### src/rtl/seglim_rights.sv
module seglim_rights #(
    parameter int IDXW = 4,
    parameter int SELW = 16,
    parameter int DLO  = 1,
    parameter int DHI  = 6
) (
    input  logic [IDXW-1:0] seg_idx,
    input  logic [SELW-1:0] seg_sel,
    input  logic            is_write,
    input  logic            is_exec,
    input  logic            attr_wr,
    input  logic            attr_rd,
    input  logic            attr_expdn,
    output logic            null_sel,
    output logic            rights_fault,
    output logic            use_expdn
);
    logic in_data;
    logic wr_bad;
    logic rd_bad;

    assign in_data = (seg_idx >= IDXW'(DLO)) && (seg_idx <= IDXW'(DHI));
    assign null_sel = (seg_sel == '0);

    always_comb begin
        wr_bad = is_write && !attr_wr;
        rd_bad = !is_write && !is_exec && !attr_rd;
        rights_fault = in_data && (wr_bad || rd_bad);
        use_expdn    = in_data && attr_expdn;
    end

    always_comb begin

        if (!in_data) begin
            nondata_free_chk: assert (!rights_fault && !use_expdn);
        end
    end
endmodule

### config.mk
export PLATFORM = sky130hd
export DESIGN_NAME = seglim_rights
export DESIGN_NICKNAME = d
export VERILOG_FILES = /design/src/rtl/seglim_rights.sv
export SDC_FILE = /design/constraint.sdc
export NUM_CORES = 1
export LEC_CHECK = 0
export ABC_AREA = 1
export BUFFER_PORTS_ARGS = -buffer_cell sky130_fd_sc_hd__buf_2
export CORE_AREA = 2 2 39 41
export DETAILED_ROUTE_END_ITERATION = 7
export DIE_AREA = 0 0 41 43
export PLACE_DENSITY = 0.46
export SLEW_MARGIN = 30
export SYNTH_ARGS = -nofsm -noshare
export SYNTH_HDL_FRONTEND = slang
export SYNTH_SLANG_ARGS = --single-unit
### constraint.sdc
create_clock -name vclk -period 1.31
set_clock_uncertainty 0.05 [all_clocks]
set_input_delay 0.262 -clock vclk [all_inputs]
set_output_delay 0.262 -clock vclk [all_outputs]
set_load 0.05 [all_outputs]
Yosys cells after proc, flatten, opt, wreduce, memory -nomap -nowiden
Cells that the tools add are included.
{ "op_classes": {"reduce_logical": 12, "order_cmp": 2} }
{ "ops": {"columns": ["operator", "n"], "rows": [
  ["logical NOT 16 bit", 1],
  ["logical AND 1 bit", 6],
  [">= comparator 4 x 1 -> 1 bit, second input constant", 1],
  ["<= comparator 4 x 3 -> 1 bit, second input constant", 1],
  ["logical NOT 1 bit", 4],
  ["logical OR 1 bit", 1]
]} }
{ "totals": {"output_inout_bits": 3, "elab_cells": 14, "input_bits": 25, "register_bits": 0} }

Logic depth before layout (Yosys ltp)
{ "depth": {"depth_word": 5, "mapped_depth": 5, "mapped_depth_nobuf": 5} }

Worst setup path before layout
OpenSTA, ideal clock, no wires.
{ "synth_path": {"path_kind": "input port to output port", "from": "input port seg_sel[0]", "to": "output port null_sel", "path_buffers": 0, "cell_stages": 5, "path_slack_ps": -137, "required_ps": 998, "arrival_time_ps": 1135, "path_cell_list": "inv_1 -> nand2_1 -> nor2_1 -> nand2_1 -> nor2_1"} }
{ "synth_between": {"elab_chain_cells": 1} }
{ "synth_lines": {"columns": ["element", "line", "rtl"], "rows": [
  ["start, declared", "8", "input logic [SELW-1:0] seg_sel,"],
  ["logical NOT 16 bit", "23", "assign null_sel = (seg_sel == '0);"],
  ["end, declared", "14", "output logic null_sel,"]
]} }
Every way passes these cells.

Worst setup path after layout
{ "layout_path": {"from": "input port seg_sel[4]", "to": "output port null_sel"} }
The elaborated chain is that of the path after synthesis.

==> impl_table.tex <==
\begin{tabular}{lr}
\hline
Metric & Value \\
\hline
\multicolumn{2}{l}{\textbf{Outcome}} \\
\quad Status & complete, no violations \\
\multicolumn{2}{l}{\textbf{Global routing}} \\
\quad Residual overflow from global routing & 0 \\
\quad Vias in the first global route & 191 \\
\quad Global router's overall resource usage & 4.00\% \\
\quad Wire length of the first global-routing pass & 552 µm \\
\quad Antenna violations before repair & 0 \\
\quad Largest net degree at the start of global routing & 3 \\
\multicolumn{2}{l}{\textbf{Finish}} \\
\quad Number of flip-flops and latches & 0 \\
\quad Total inserted antenna cells & 0 \\
\quad Layout filler cell count & 166 \\
\quad Clock buf count & 0 \\
\quad Final Core Density & 22.9\% \\
\quad Synth-to-Final Area Change & 109\% \\
\quad Fraction of layout cells with a size suffix above 1 & 43.9\% \\
\quad Final layout net count & 93 \\
\quad Non-Filler Instances & 82 \\
\quad Area occupied by registers & 0 µm² \\
\multicolumn{2}{l}{\textbf{Placed design}} \\
\quad Dpl hpwl & 379 µm \\
\quad Number of port buffers & 28 \\
\quad Placed Cells incl. Taps & 82 \\
\quad Worst slack at placement & 0.0342 ns \\
\quad Final weighted congestion in routability-driven placement & 0.574 \\
\multicolumn{2}{l}{\textbf{Detailed routing}} \\
\quad Vias per cell & 3.33 \\
\quad Detailed-routing iteration count for the pre-antenna-repair pass & 4 \\
\quad Antenna-violating nets left & 0 \\
\quad Residual DRC count & 0 \\
\quad Total number of vias & 273 \\
\quad Wire length after detailed routing & 398 µm \\
\quad Wire length per cell after detailed routing & 4.85 µm \\
\quad 1st-iter DRT viols & 3 \\
\multicolumn{2}{l}{\textbf{Power}} \\
\quad Leakage & 0.000229 µW \\
\quad Total power per unit cell area & 240 nW/µm² \\
\quad Peak supply drop & 0.0000458 V \\
\multicolumn{2}{l}{\textbf{Die}} \\
\quad Initial core utilization & 10.9\% \\
\quad Horizontal extent of the die & 41 µm \\
\quad Die ar. & 1760 µm² \\
\quad Core footprint & 1380 µm² \\
\quad Height of the die & 43 µm \\
\quad Top-level I/O count & 28 \\
\quad Count of standard-cell rows & 14 \\
\multicolumn{2}{l}{\textbf{Logic synthesis}} \\
\quad Syn Area/Cell & 3.98 µm² \\
\quad Count of distinct cell types in the synthesized netlist & 7 \\
\quad Number of nets produced by synthesis & 63 \\
\quad Total standard cell area after synthesis & 151 µm² \\
\quad Synthesized netlist cell count & 38 \\
\quad Fraction of the yosys area taken by sequential cells & 0\% \\
\quad Total of warnings raised by yosys & 0 \\
\multicolumn{2}{l}{\textbf{Setup path}} \\
\quad Worst EP arrival & 0.90 ns \\
\quad Maximum single-stage delay on the critical path & 0.19 ns \\
\quad Ordered list of cells on the worst path & buf\_2, inv\_1, nand2\_1, nor2\_1, nand2\_1, nor2\_2, buf\_4 \\
\quad Most numerous cell on the critical path & sky130\_fd\_sc\_hd\_\_nand2\_1 \\
\quad Crit-path max FO & 1 \\
\quad Type of the setup path with the least slack & in -> out \\
\quad Critical path endpoint category & output port \\
\quad Required time worst endpoint & 1.00 ns \\
\quad Category of cells accounting for the largest share of critical-path delay & buffers and inverters \\
\quad Critical path startpoint category & input port \\
\quad Cell with the biggest individual delay on the critical path & sky130\_fd\_sc\_hd\_\_buf\_4 \\
\quad WP buf/inv & 3 \\
\multicolumn{2}{l}{\textbf{STA}} \\
\quad Final Hold Vio Count & 0 \\
\quad Final number of setup-violating endpoints & 0 \\
\quad Highest achievable clock rate & 827 MHz \\
\quad Fin crit period & 1.21 ns \\
\quad Final period util & 92.3\% \\
\quad Slew Limit Fails & 0 \\
\quad Worst max-slew margin expressed relative to the limit & 83.6\% \\
\quad Worst Tran Pin Value & 0.248 ns \\
\quad Final worst-path setup slack & 0.100 ns \\
\quad Unrepaired setup endpoints after global routing & no \\
\multicolumn{2}{l}{\textbf{Clock tree}} \\
\quad Post-CTS setup-driven buffer insertion count & 0 \\
\quad CTS Hold Bufs & 0 \\
\multicolumn{2}{l}{\textbf{Worst hold path}} \\
\quad Min-Delay Path Class & in -> out \\
\multicolumn{2}{l}{\textbf{Flow run}} \\
\quad Number of maximum-capacitance constraint violations & 0 \\
\hline
\end{tabular}
-- cell usage in the layout (no fill, tap or decap) --
| cell type | Yosys | layout |
|---|---|---|
| sky130_fd_sc_hd__and2_1 | 1 | 1 |
| sky130_fd_sc_hd__buf_2 | 0 | 27 |
| sky130_fd_sc_hd__buf_4 | 0 | 1 |
| sky130_fd_sc_hd__inv_1 | 14 | 14 |
| sky130_fd_sc_hd__nand2_1 | 10 | 10 |
| sky130_fd_sc_hd__nand3_1 | 1 | 1 |
| sky130_fd_sc_hd__nand3b_1 | 1 | 1 |
| sky130_fd_sc_hd__nor2_1 | 10 | 9 |
| sky130_fd_sc_hd__nor2_2 | 0 | 1 |
| sky130_fd_sc_hd__o21ai_0 | 1 | 1 |
-- logic make-up (layout without fill, tap and decap cells) --
group | after synthesis | after routing | share of synthesized area [%]
AOI/OAI and AO/OA | 1 | 1 | 3.30
buffers and inverters | 14 | 42 | 34.7
and+or+nand+nor | 23 | 23 | 62.0
-- area by class of cell --
| cell class | count | area (µm²) | area share [%] |
|---|---|---|---|
| timing repair buffer | 28 | 143 | 45.1 |
| tap | 16 | 20.0 | 6.32 |
| inverter | 14 | 52.6 | 16.6 |
| multi-input combinational | 24 | 101 | 32.0 |
-- per-layer routing --
| layer | track usage [%] | part of all wire (%) | vias up | routed length [µm] |
|---|---|---|---|---|
| met1 | 3.80 | 35 | 93 | 139 |
| met4 | 0 | 0 | 0 | 0 |
| met3 | 0 | 22 | 0 | 88 |
| met5 | 0 | 0 | - | 0 |
| met2 | 8.75 | 43 | 21 | 171 |
| li1 | - | - | 159 | - |
-- power breakdown --
group | switching (µW) | internal (µW) | total [µW]
clock network | 0 | 0 | 0
logic | 37.1 | 39.0 | 76.1
registers | 0 | 0 | 0
total | 37.1 | 39.0 | 76.1
-- through the flow --
| step | power, µW | hold WS [ns] | instance area [µm²] | setup TNS, ns |
|---|---|---|---|---|
| after floorplan | 35.7 | 0.689 | 154 | -0.147 |
| after global placement | 76.5 | 0.839 | 314 | 0 |
| after detailed placement | 76.9 | 0.841 | 314 | 0 |
| after CTS | 77.2 | 0.841 | 314 | 0 |
| after global routing | 87.7 | 0.874 | 317 | 0 |
| final | 76.1 | 0.838 | 317 | 0 |
-- timing repair --
item,4_1_cts,5_1_grt
hold endpoints to repair,0,0
resized for setup,0,2
endpoints found under the setup margin,0,1
-- worst min-delay path: cells and delay by family --
kind | cells | cell delay [ns]
simple gates | 1 | 0.03
buf+inv | 3 | 0.33
-- path summary, 6_finish.rpt --
path       start         to  slack (ns)  depth (start not counted)
max   seg_sel[4]   null_sel        0.10                          7
min   attr_expdn  use_expdn        0.84                          4
-- synth_stat cells --
library cell                n  share of area [%]
sky130_fd_sc_hd__and2_1     1                4.1
sky130_fd_sc_hd__inv_1     14                 35
sky130_fd_sc_hd__nand2_1   10                 25
sky130_fd_sc_hd__nand3_1    1                3.3
sky130_fd_sc_hd__nand3b_1   1                5.0
sky130_fd_sc_hd__nor2_1    10                 25
sky130_fd_sc_hd__o21ai_0    1                3.3
Note: power is estimated with default switching activity, not from simulation.
